File: config.mk
export PLATFORM = sky130hd
export DESIGN_NAME = exc_entry_seq
export DESIGN_NICKNAME = d
export VERILOG_FILES = /design/src/rtl/exc_seq_pkg.sv /design/src/rtl/exc_classify.sv /design/src/rtl/exc_restart_pc.sv /design/src/rtl/exc_vector.sv /design/src/rtl/exc_entry_seq.sv
export SDC_FILE = /design/constraint.sdc
export NUM_CORES = 1
export LEC_CHECK = 0
export ABC_AREA = 1
export ABC_CLOCK_PERIOD_IN_PS = 1000
export BUFFER_PORTS_ARGS = -buffer_cell sky130_fd_sc_hd__buf_4
export CAP_MARGIN = 20
export CORE_MARGIN = 5
export CORE_UTILIZATION = 40
export CTS_BUF_LIST = sky130_fd_sc_hd__clkbuf_4
export DETAILED_ROUTE_END_ITERATION = 10
export GPL_TIMING_DRIVEN = 0
export PLACE_DENSITY = 0.73
export SETUP_SLACK_MARGIN = 0.05
export SYNTH_ARGS = -nofsm -noshare
export SYNTH_HDL_FRONTEND = slang
export SYNTH_HIERARCHICAL = 1
export SYNTH_SLANG_ARGS = --single-unit
File: constraint.sdc
create_clock -name clk -period 1 [get_ports clk]
set_input_delay 0.15 -clock clk [delete_from_list [all_inputs] [get_ports clk]]
set_output_delay 0.15 -clock clk [all_outputs]
set_load 0.005 [all_outputs]
File: src/rtl/exc_seq_pkg.sv
package exc_seq_pkg;

  localparam int KIND_W = 4;
  localparam int CODE_W = 5;
  localparam int DBG_W  = 6;

  // Status word bit positions decoded by the core
  localparam int ST_EXL = 1;
  localparam int ST_ERL = 2;
  localparam int ST_NMI = 19;
  localparam int ST_SR  = 20;
  localparam int ST_BEV = 22;
  // Cause word bit positions
  localparam int CA_CODE_LSB = 2;
  localparam int CA_IV = 23;
  localparam int CA_BD = 31;
  // Debug word bit positions
  localparam int DB_STEP  = 0;
  localparam int DB_BRK   = 1;
  localparam int DB_DLOAD = 2;
  localparam int DB_DSTOR = 3;
  localparam int DB_IBRK  = 4;
  localparam int DB_INT   = 5;

  typedef enum logic [KIND_W-1:0] {
    EK_GENERAL    = 4'd0,
    EK_TLB_MISS   = 4'd1,
    EK_INTERRUPT  = 4'd2,
    EK_HARD_RESET = 4'd3,
    EK_SOFT_RESET = 4'd4,
    EK_NMI        = 4'd5,
    EK_DBG_STEP   = 4'd6,
    EK_DBG_INT    = 4'd7,
    EK_DBG_IBRK   = 4'd8,
    EK_DBG_BRK    = 4'd9,
    EK_DBG_DSTOR  = 4'd10,
    EK_DBG_DLOAD  = 4'd11
  } exc_kind_e;

  typedef enum logic [1:0] {
    PATH_GENERAL = 2'd0,
    PATH_ERROR   = 2'd1,
    PATH_DEBUG   = 2'd2
  } exc_path_e;

  typedef enum logic [1:0] {
    OFS_REFILL  = 2'd0,
    OFS_GENERAL = 2'd1,
    OFS_IRQ     = 2'd2
  } exc_ofs_e;

  typedef struct packed {
    exc_path_e          path;
    exc_ofs_e           ofs;
    logic [DBG_W-1:0]   dbg_set;
    logic               sr_set;
    logic               nmi_set;
    logic               plain_pc;
  } exc_class_t;

endpackage

File: src/rtl/exc_classify.sv
module exc_classify
  import exc_seq_pkg::*;
(
  input  logic [KIND_W-1:0] kind_i,
  input  logic              debug_mode_i,
  input  logic              exl_i,
  input  logic              refill_i,
  input  logic              iv_i,
  output exc_class_t        class_o
);

  always_comb begin
    class_o      = '0;
    class_o.path = PATH_GENERAL;
    class_o.ofs  = OFS_GENERAL;
    case (exc_kind_e'(kind_i))
      EK_TLB_MISS: begin
        class_o.ofs = (refill_i && !exl_i) ? OFS_REFILL : OFS_GENERAL;
      end
      EK_INTERRUPT: begin
        if (debug_mode_i) begin
          class_o.path            = PATH_DEBUG;
          class_o.dbg_set[DB_INT] = 1'b1;
        end else begin
          class_o.ofs = iv_i ? OFS_IRQ : OFS_GENERAL;
        end
      end
      EK_HARD_RESET: class_o.path = PATH_ERROR;
      EK_SOFT_RESET: begin
        class_o.path   = PATH_ERROR;
        class_o.sr_set = 1'b1;
      end
      EK_NMI: begin
        class_o.path    = PATH_ERROR;
        class_o.nmi_set = 1'b1;
      end
      EK_DBG_STEP: begin
        class_o.path             = PATH_DEBUG;
        class_o.dbg_set[DB_STEP] = 1'b1;
        class_o.plain_pc         = 1'b1;
      end
      EK_DBG_INT: begin
        class_o.path            = PATH_DEBUG;
        class_o.dbg_set[DB_INT] = 1'b1;
      end
      EK_DBG_IBRK: begin
        class_o.path             = PATH_DEBUG;
        class_o.dbg_set[DB_IBRK] = 1'b1;
      end
      EK_DBG_BRK: begin
        class_o.path            = PATH_DEBUG;
        class_o.dbg_set[DB_BRK] = 1'b1;
      end
      EK_DBG_DSTOR: begin
        class_o.path              = PATH_DEBUG;
        class_o.dbg_set[DB_DSTOR] = 1'b1;
      end
      EK_DBG_DLOAD: begin
        class_o.path              = PATH_DEBUG;
        class_o.dbg_set[DB_DLOAD] = 1'b1;
      end
      default: ;
    endcase
  end

endmodule

File: src/rtl/exc_restart_pc.sv
module exc_restart_pc #(
  parameter int AW      = 32,
  parameter int DS_STEP = 4
) (
  input  logic [AW-1:0] pc_i,
  input  logic          in_delay_slot_i,
  input  logic          plain_i,
  output logic [AW-1:0] restart_o
);

  localparam logic [AW-1:0] STEP = AW'(DS_STEP);

  always_comb begin
    if (in_delay_slot_i && !plain_i) restart_o = pc_i - STEP;
    else                             restart_o = pc_i;
  end

endmodule

File: src/rtl/exc_vector.sv
module exc_vector
  import exc_seq_pkg::*;
#(
  parameter int            AW          = 32,
  parameter int            BASE_ALIGN  = 10,
  parameter logic [AW-1:0] BOOT_BASE   = 32'hBFC0_0200,
  parameter logic [AW-1:0] RESET_VEC   = 32'hBFC0_0000,
  parameter logic [AW-1:0] DEBUG_VEC   = 32'hBFC0_0480,
  parameter logic [AW-1:0] OFS_REFILL_V  = 32'h0000_0000,
  parameter logic [AW-1:0] OFS_GENERAL_V = 32'h0000_0180,
  parameter logic [AW-1:0] OFS_IRQ_V     = 32'h0000_0200
) (
  input  exc_path_e     path_i,
  input  exc_ofs_e      ofs_i,
  input  logic          bev_i,
  input  logic [AW-1:0] ebase_i,
  output logic [AW-1:0] pc_o
);

  localparam logic [AW-1:0] ALIGN_MASK = ~((AW'(1) << BASE_ALIGN) - AW'(1));

  logic [AW-1:0] base;
  logic [AW-1:0] offset;

  always_comb begin
    base = bev_i ? BOOT_BASE : (ebase_i & ALIGN_MASK);
    case (ofs_i)
      OFS_REFILL: offset = OFS_REFILL_V;
      OFS_IRQ:    offset = OFS_IRQ_V;
      default:    offset = OFS_GENERAL_V;
    endcase
    case (path_i)
      PATH_ERROR: pc_o = RESET_VEC;
      PATH_DEBUG: pc_o = DEBUG_VEC;
      default:    pc_o = base + offset;
    endcase
  end

endmodule

File: src/rtl/exc_entry_seq.sv
module exc_entry_seq
  import exc_seq_pkg::*;
#(
  parameter int            AW        = 32,
  parameter int            RW        = 32,
  parameter int            DS_STEP   = 4,
  parameter logic [AW-1:0] BOOT_BASE = 32'hBFC0_0200,
  parameter logic [AW-1:0] RESET_VEC = 32'hBFC0_0000,
  parameter logic [AW-1:0] DEBUG_VEC = 32'hBFC0_0480
) (
  input  logic              clk,
  input  logic              rst_n,
  input  logic              exc_valid_i,
  input  logic [KIND_W-1:0] exc_kind_i,
  input  logic [CODE_W-1:0] exc_code_i,
  input  logic [AW-1:0]     pc_i,
  input  logic              in_delay_slot_i,
  input  logic [RW-1:0]     status_i,
  input  logic [RW-1:0]     cause_i,
  input  logic [RW-1:0]     debug_i,
  input  logic [AW-1:0]     ebase_i,
  input  logic              tlb_refill_i,
  input  logic              debug_mode_i,
  output logic              taken_o,
  output logic [AW-1:0]     next_pc_o,
  output logic              enter_debug_o,
  output logic [RW-1:0]     status_o,
  output logic [RW-1:0]     cause_o,
  output logic [RW-1:0]     debug_o,
  output logic [AW-1:0]     epc_o,
  output logic [AW-1:0]     error_epc_o,
  output logic [AW-1:0]     depc_o
);

  exc_class_t    cls;
  logic [AW-1:0] restart_pc;
  logic [AW-1:0] vec_pc;
  logic          exl;

  assign exl = status_i[ST_EXL];

  exc_classify u_classify (
    .kind_i       (exc_kind_i),
    .debug_mode_i (debug_mode_i),
    .exl_i        (exl),
    .refill_i     (tlb_refill_i),
    .iv_i         (cause_i[CA_IV]),
    .class_o      (cls)
  );

  exc_restart_pc #(.AW(AW), .DS_STEP(DS_STEP)) u_restart (
    .pc_i            (pc_i),
    .in_delay_slot_i (in_delay_slot_i),
    .plain_i         (cls.plain_pc),
    .restart_o       (restart_pc)
  );

  exc_vector #(
    .AW        (AW),
    .BOOT_BASE (BOOT_BASE),
    .RESET_VEC (RESET_VEC),
    .DEBUG_VEC (DEBUG_VEC)
  ) u_vector (
    .path_i  (cls.path),
    .ofs_i   (cls.ofs),
    .bev_i   (status_i[ST_BEV]),
    .ebase_i (ebase_i),
    .pc_o    (vec_pc)
  );

  // Next-state values
  logic [AW-1:0] epc_d, eepc_d, depc_d, npc_d;
  logic [RW-1:0] status_d, cause_d, debug_d;
  logic          dbg_d;

  always_comb begin
    epc_d    = epc_o;
    eepc_d   = error_epc_o;
    depc_d   = depc_o;
    npc_d    = vec_pc;
    status_d = status_i;
    cause_d  = cause_i;
    debug_d  = debug_i;
    dbg_d    = 1'b0;
    case (cls.path)
      PATH_ERROR: begin
        eepc_d           = restart_pc;
        status_d[ST_ERL] = 1'b1;
        status_d[ST_BEV] = 1'b1;
        if (cls.sr_set)  status_d[ST_SR]  = 1'b1;
        if (cls.nmi_set) status_d[ST_NMI] = 1'b1;
        if (!exl)        cause_d[CA_BD]   = 1'b0;
      end
      PATH_DEBUG: begin
        depc_d  = restart_pc;
        debug_d = debug_i | RW'(cls.dbg_set);
        dbg_d   = 1'b1;
        if (!exl) cause_d[CA_BD] = 1'b0;
      end
      default: begin
        if (!exl) begin
          epc_d          = restart_pc;
          cause_d[CA_BD] = in_delay_slot_i;
        end
        status_d[ST_EXL] = 1'b1;
        cause_d[CA_CODE_LSB +: CODE_W] = exc_code_i;
      end
    endcase
  end

  // State registers
  always_ff @(posedge clk or negedge rst_n) begin
    if (!rst_n) begin
      taken_o       <= 1'b0;
      enter_debug_o <= 1'b0;
    end else begin
      taken_o       <= exc_valid_i;
      enter_debug_o <= exc_valid_i & dbg_d;
    end
  end

  always_ff @(posedge clk or negedge rst_n) begin
    if (!rst_n) begin
      next_pc_o   <= '0;
      status_o    <= '0;
      cause_o     <= '0;
      debug_o     <= '0;
      epc_o       <= '0;
      error_epc_o <= '0;
      depc_o      <= '0;
    end else if (exc_valid_i) begin
      next_pc_o   <= npc_d;
      status_o    <= status_d;
      cause_o     <= cause_d;
      debug_o     <= debug_d;
      epc_o       <= epc_d;
      error_epc_o <= eepc_d;
      depc_o      <= depc_d;
    end
  end

endmodule

==> flow_summary.toml, run 1 <==
[status]
status = "complete, but fails checks"
violations = "negative hold slack, negative setup slack"

[sta]
hold-worst-slack_ps = -680
slew_viol_final = 0
setup_tns_ps = -110760
relSlewSlack_pct = 55.8
fin_crit_sh_pct = 162
hold_violations = 152
timing.final.setup_violations = 342
rsz0062_at_grt = "true"
setup_ws_ps = -618
fmax_mhz = 618
min_period_ps = 1620
fin_worst_skew_ps = 0
tightest_slew_ps = 659

[routing]
via_per_inst = 5.22
wirelength_um = 52400
remaining_drc_errors = 0
wl_per_cell_um = 20.4
drtIter0Drc = 934
first_pass_iters = 5
vias = 13400
antenna_left = 0

[floorplan]
ios = 401
core_area_um2 = 26800
dieWidth_um = 175
initial_core_util_pct = 40.4
dieArea_um2 = 30500
rows = 60
fp.dieH_um = 175

[synthesis]
syn-cell-area_um2 = 10800
yosysTopAreaCell = "dfrtp_1"
yosysSeqAreaShare_pct = 52.2
synth-seq-cells = 226
synthCells = 1380
synth_area_leaders = "dfrtp_1, nand2_1, inv_1"
synth_top_area_share_pct = 52.2
synth_warnings = 6
ys_types = 35
syn_avg_cell_area_um2 = 7.85

[worst_setup_path]
worstPathArrival_ps = 2160
cp_slowest_cell = "dlygate4sd3_1"
start_kind = "primary input"
r2r_slack_ps = 70
worst-path-max-fanout = 5
required_ps = 1540
worstSetupPathType = "in -> reg"
crit_top_cell = "nand2_1"
critPathCaptureType = "flop"
critical_path.max_stage_delay_ps = 620
crit_chain = "buf_4 -> dlygate4sd3_1 -> nor2_4 -> nand2_1 -> nor2_2 -> nand2_4 -> nor2_4 -> nand2_1 -> nand2_1 -> nand2_2 -> nand4_1 -> nand2_1"

[cts]
clkLatencyLatePin_ps = 660
numClockSinks = 226
clkTransAtPathRegs_ps = 80
cts_inserted_buffers = 61
cts_tree = "done"
cts_root_buffer = "clkbuf_4"
htree_levels = 2
clk_path_buf_depth = 3

[grt]
grt_pass1_vias = 13700
grt_overflow = 0
grt_max_degree = 88
antenna_found_initial = 1
grt_pass1_wl_um = 71300
track_usage_pct = 28.7

[power]
ir_drop_mv = 1.31
cellLeakagePower_nw = 10.9
p_total_mw = 30.5
power.density_nw_per_um2 = 1480

[placement]
port_buffers = 388
place_area_um2 = 14700
pre_cts_slack_ps = -939
dp.cells = 2117
hpwl_um = 27900
place.gp.congestion = 0.882

[finish]
drive_above_1_share_pct = 46.0
postLayoutCoreUtil_pct = 76.7
syn_to_final_growth_pct = 89.7
stdcell_count = 2571
final_area_um2 = 20600
mostFrequentLayoutCells = "nand2_1, buf_4, buf_6"
final_common_cell = "nand2_1"
fin_nets = 2368

[hold_path]
hp-class = "in -> async"

[run]
maxCapViolCount = 0
==> final cells by class <==
class	count	area [um^2]
multi-input cells	967	5390
well taps	341	427
inverters	121	514
clock buffers	94	706
flip-flops and latches	226	5660
repair buffers	739	7140
fillers	1496	6240
plain buffers	71	658
clock inverters	11	70.1
diodes	1	2.50
==> sequential cells by signal, summed over array words and instances, names as in the netlist <==
name and flops:
cause_o 32, debug_o 32, depc_o 32, epc_o 32, error_epc_o 32, next_pc_o 32, status_o 32, enter_debug_o 1
taken_o 1
==> where the power goes <==
group | internal [mW] | leakage [nW] | switching [mW]
combinational | 5.84 | 7.60 | 4.31
sequential | 10.5 | 2.79 | 1.20
clock | 4.48 | 0.467 | 4.14
total | 20.8 | 10.9 | 9.65
==> final timing paths <==
| kind | from | to | cells past startpoint |
|---|---|---|---|
| max | pc_i[8] | epc_o[28] | 12 |
| min reg2reg | status_o[15] | status_o[15] | 2 |
| min in group clk | pc_i[6] | error_epc_o[6] | 4 |
| max in group asynchronous | rst_n | status_o[18] | 3 |
| min | rst_n | depc_o[11] | 1 |
| max reg2reg | debug_o[17] | debug_o[17] | 4 |
==> timing repair <==
item	4_1_cts	5_1_grt
hold buffers	164	11
pin swaps	57	121
endpoints found under the setup margin	299	341
resized for setup	313	246
buffers inserted	76	103
hold endpoints to repair	356	187
cloned	4	5
==> cells in the mapped netlist, drive strengths merged <==
cell type	number
a21oi	7
nand2	652
conb	1
xor2	16
nor3	7
nand4	34
o22ai	1
nand3	64
dfrtp	226
xnor2	2
ha	6
inv	118
clkbuf	15
buf	57
o21ai	75
nor2	94
or2	1
clkinv	3
nand3b	1
==> kinds of logic after synthesis <==
kind of cell    after synthesis  synth area share [%]
xor+xnor                     18                  1.52
other cells                   1                0.0346
flops                       226                  52.2
compound gates               83                  3.88
simple gates                853                  33.6
fa+ha+maj                     6                 0.693
buf+inv                     193                  8.14
==> worst max-delay path, delay by kind of cell <==
family / cells / cell delay (ps)
buffers and inverters: 2 / 740
AND/OR/NAND/NOR: 10 / 1270
==> metal layers <==
| layer | routed length (um) | up-vias | global-route usage, % | part of all wire, % |
|---|---|---|---|---|
| met1 | 17700 | 6424 | 31.3 | 34 |
| met4 | 3700 | 0 | 15.6 | 7.1 |
| met3 | 4600 | 300 | 9.41 | 8.8 |
| li1 | - | 5882 | - | - |
| met2 | 26400 | 826 | 49.7 | 50 |
| met5 | 0 | - | 0 | 0 |
Note: power is estimated with default switching activity, not from simulation.
==> inputs of run 2 (changes only) <==
--- a/config.mk
+++ b/config.mk
@@ -5,16 +5,15 @@
 export SDC_FILE = /design/constraint.sdc
 export NUM_CORES = 1
 export LEC_CHECK = 0
-export ABC_AREA = 1
 export ABC_CLOCK_PERIOD_IN_PS = 1000
 export BUFFER_PORTS_ARGS = -buffer_cell sky130_fd_sc_hd__buf_4
 export CAP_MARGIN = 20
 export CORE_MARGIN = 5
 export CORE_UTILIZATION = 40
-export CTS_BUF_LIST = sky130_fd_sc_hd__clkbuf_4
+export CTS_BUF_LIST = sky130_fd_sc_hd__clkbuf_8 sky130_fd_sc_hd__clkbuf_16
 export DETAILED_ROUTE_END_ITERATION = 10
 export GPL_TIMING_DRIVEN = 0
-export PLACE_DENSITY = 0.73
+export PLACE_DENSITY = 0.74
 export SETUP_SLACK_MARGIN = 0.05
 export SYNTH_ARGS = -nofsm -noshare
 export SYNTH_HDL_FRONTEND = slang
==> flow_summary.toml, run 2 <==
[synthesis]
synth_commonest_cells = "dfrtp_1, mux2_2, nor2_1"
synth_area_leaders = "dfrtp_1, mux2_2, mux2_1"
synth_ff_type = "dfrtp_1"
ys_types = 57
synth_enable_flop_cells = 0
synthArstFlopShare_pct = 100
syn_avg_cell_area_um2 = 13.6
synth-seq-cells = 226
synth_warnings = 6
synthCells = 745
yosys.cell_count.top_type = "dfrtp_1"
yosysSeqAreaShare_pct = 55.8
syn-cell-area_um2 = 10100
synth_top_area_share_pct = 55.8
yosysTopAreaCell = "dfrtp_1"

[routing]
drtIter0Drc = 373
via_per_inst = 5.01
first_pass_iters = 4
vias = 8828
wirelength_um = 39200
remaining_drc_errors = 0
antenna_left = 0
wl_per_cell_um = 22.2

[worst_setup_path]
worstPathArrival_ps = 2380
startpoint = "debug_mode_i"
required_ps = 1400
worstSetupPathType = "in -> reg"
start_kind = "primary input"
r2r-end = "epc_o[21]"
critPathCaptureType = "flop"
rr_worst_depth = 3
rr_startpoint = "epc_o[21]"
worst-path-max-fanout = 5
r2r_slack_ps = -30

[cts]
numClockSinks = 226
clkTransAtPathRegs_ps = 60
clkLatencyLatePin_ps = 510
cts_inserted_buffers = 25
cts_root_buffer = "clkbuf_16"
holdBufCountCts = 110
cts_tree = "done"
htree_levels = 1
clk_path_buf_depth = 3

[placement]
place.gp.congestion = 0.830
hpwl_um = 23100
place_area_um2 = 13800
port_buffers = 386

[finish]
final_common_cell = "buf_4"
final_area_um2 = 18800
mostFrequentLayoutCells = "buf_4, buf_6, dfrtp_1"
fin_nets = 1596
diodes = 0
syn_to_final_growth_pct = 85.7
fill_cells = 1424
drive_above_1_share_pct = 66.2

[run]
maxCapViolCount = 0

[grt]
grt_pass1_vias = 9952
grt_overflow = 0
grt_pass1_wl_um = 57400
grt_max_degree = 85
track_usage_pct = 25.4
antenna_found_initial = 0

[floorplan]
initial_core_util_pct = 40.5
ios = 401
fp.dieH_um = 169
core_area_um2 = 25000
dieArea_um2 = 28600
rows = 58
dieWidth_um = 169

[sta]
fmax_mhz = 505
rsz0062_at_grt = "true"
hold-worst-slack_ps = -400
setup_tns_ps = -127340
fin_worst_skew_ps = 0
hold_violations = 69
timing.final.setup_violations = 366
slew_viol_final = 0
tightest_slew_ps = 584
setup_ws_ps = -978
fin_crit_sh_pct = 198
min_period_ps = 1980
relSlewSlack_pct = 61.0

[power]
power.density_nw_per_um2 = 1640
cellLeakagePower_nw = 8.88
ir_drop_mv = 1.50

[status]
violations = "negative hold slack, negative setup slack"
status = "complete, but fails checks"

[hold_path]
hp-class = "in -> async"
[run 2: cell types whose count changed after synthesis, moves of 16 or more]
cell / before / now
a21oi_1: 7 / 29
inv_1: 111 / 9
mux2_1: 0 / 29
mux2_2: 0 / 182
nand2_1: 646 / 20
nand3_1: 50 / 7
nand4_1: 34 / 5
nor2_1: 67 / 42
nor2_2: 16 / 0
o21ai_0: 71 / 9
[run 2: cell type report]
cell class / count / area, um^2 / area share (%)
plain buffers: 43 / 453 / 2.41
inverters: 9 / 33.8 / 0.180
clock inverters: 17 / 189 / 1.00
repair buffers: 641 / 6310 / 33.5
clock buffers: 28 / 667 / 3.54
multi-input cells: 469 / 5090 / 27.1
well taps: 330 / 413 / 2.19
flip-flops and latches: 226 / 5660 / 30.1
[run 2: per-stage QoR]
stage / total power, mW / util (%) / worst slack (ps) / std cells / hold WS (ps)
floorplan: 13.8 / - / -1270 / 751 / -146
global placement: 17.6 / 54.7 / -1980 / 1467 / 362
detailed placement: 17.8 / 55.0 / -1670 / 1469 / 160
CTS: 30.2 / 72.2 / -1000 / 1715 / -392
global route: 32.1 / 75.2 / -1050 / 1763 / -365
finish: 30.9 / 75.2 / -978 / 1763 / -400
[run 2: logic make-up (layout without fill, tap and decap cells)]
group | count (synthesis) | count (layout) | synth area share (%)
AO/OA/AOI/OAI | 46 | 46 | 2.43
XOR/XNOR | 34 | 34 | 2.94
adder cells (fa/ha/maj) | 6 | 6 | 0.741
buffers and inverters | 56 | 738 | 3.77
flip-flops | 226 | 226 | 55.8
multiplexers | 217 | 217 | 24.0
other | 1 | 7 | 0.0370
AND/OR/NAND/NOR | 159 | 159 | 10.2
[run 2: where the power goes]
part / switching [mW] / total (mW) / internal, mW
Combinational: 3.07 / 9.33 / 6.25
Clock: 3.83 / 9.64 / 5.81
Sequential: 1.25 / 11.9 / 10.7
Total: 8.16 / 30.9 / 22.8
[run 2: how the worst max path moves through the flow]
stage | slack, ps | depth (start not counted) | to
final | -980 | 12 | next_pc_o[24]
after global routing | -1050 | 12 | next_pc_o[24]
after CTS | -1000 | 12 | next_pc_o[24]
after detailed placement | -1670 | 12 | next_pc_o[24]
after global placement | -1980 | 1 | depc_o[15]
after floorplan | -1270 | 11 | next_pc_o[24]
[run 2: timing repair]
| item | in CTS | in global routing |
|---|---|---|
| endpoints found under the hold margin | 177 | 69 |
| pin swaps | 46 | 34 |
| gates resized for setup | 368 | 104 |
| cloned | 7 | 2 |
| endpoints found under the setup margin | 362 | 365 |
| setup buffers | 85 | 58 |
[run 2: critical path, cell delays in order]
cell	delay, ps
buf_6	100
nand2b_4	130
nor4_4	320
a31oi_2	80
nor2b_2	160
ha_2	180
and4_1	180
buf_6	120
and4_4	220
and3_4	180
mux2_4	290
mux2_4	250
[run 2: per-layer routing]
layer | routed length (um) | global-route usage, % | vias to the layer above | part of all wire, %
met2 | 20200 | 46.2 | 375 | 52
met5 | 0 | 0 | - | 0
met1 | 14200 | 28.9 | 4398 | 36
li1 | - | - | 3936 | -
met4 | 2150 | 9.66 | 0 | 5.5
met3 | 2570 | 6.15 | 119 | 6.6
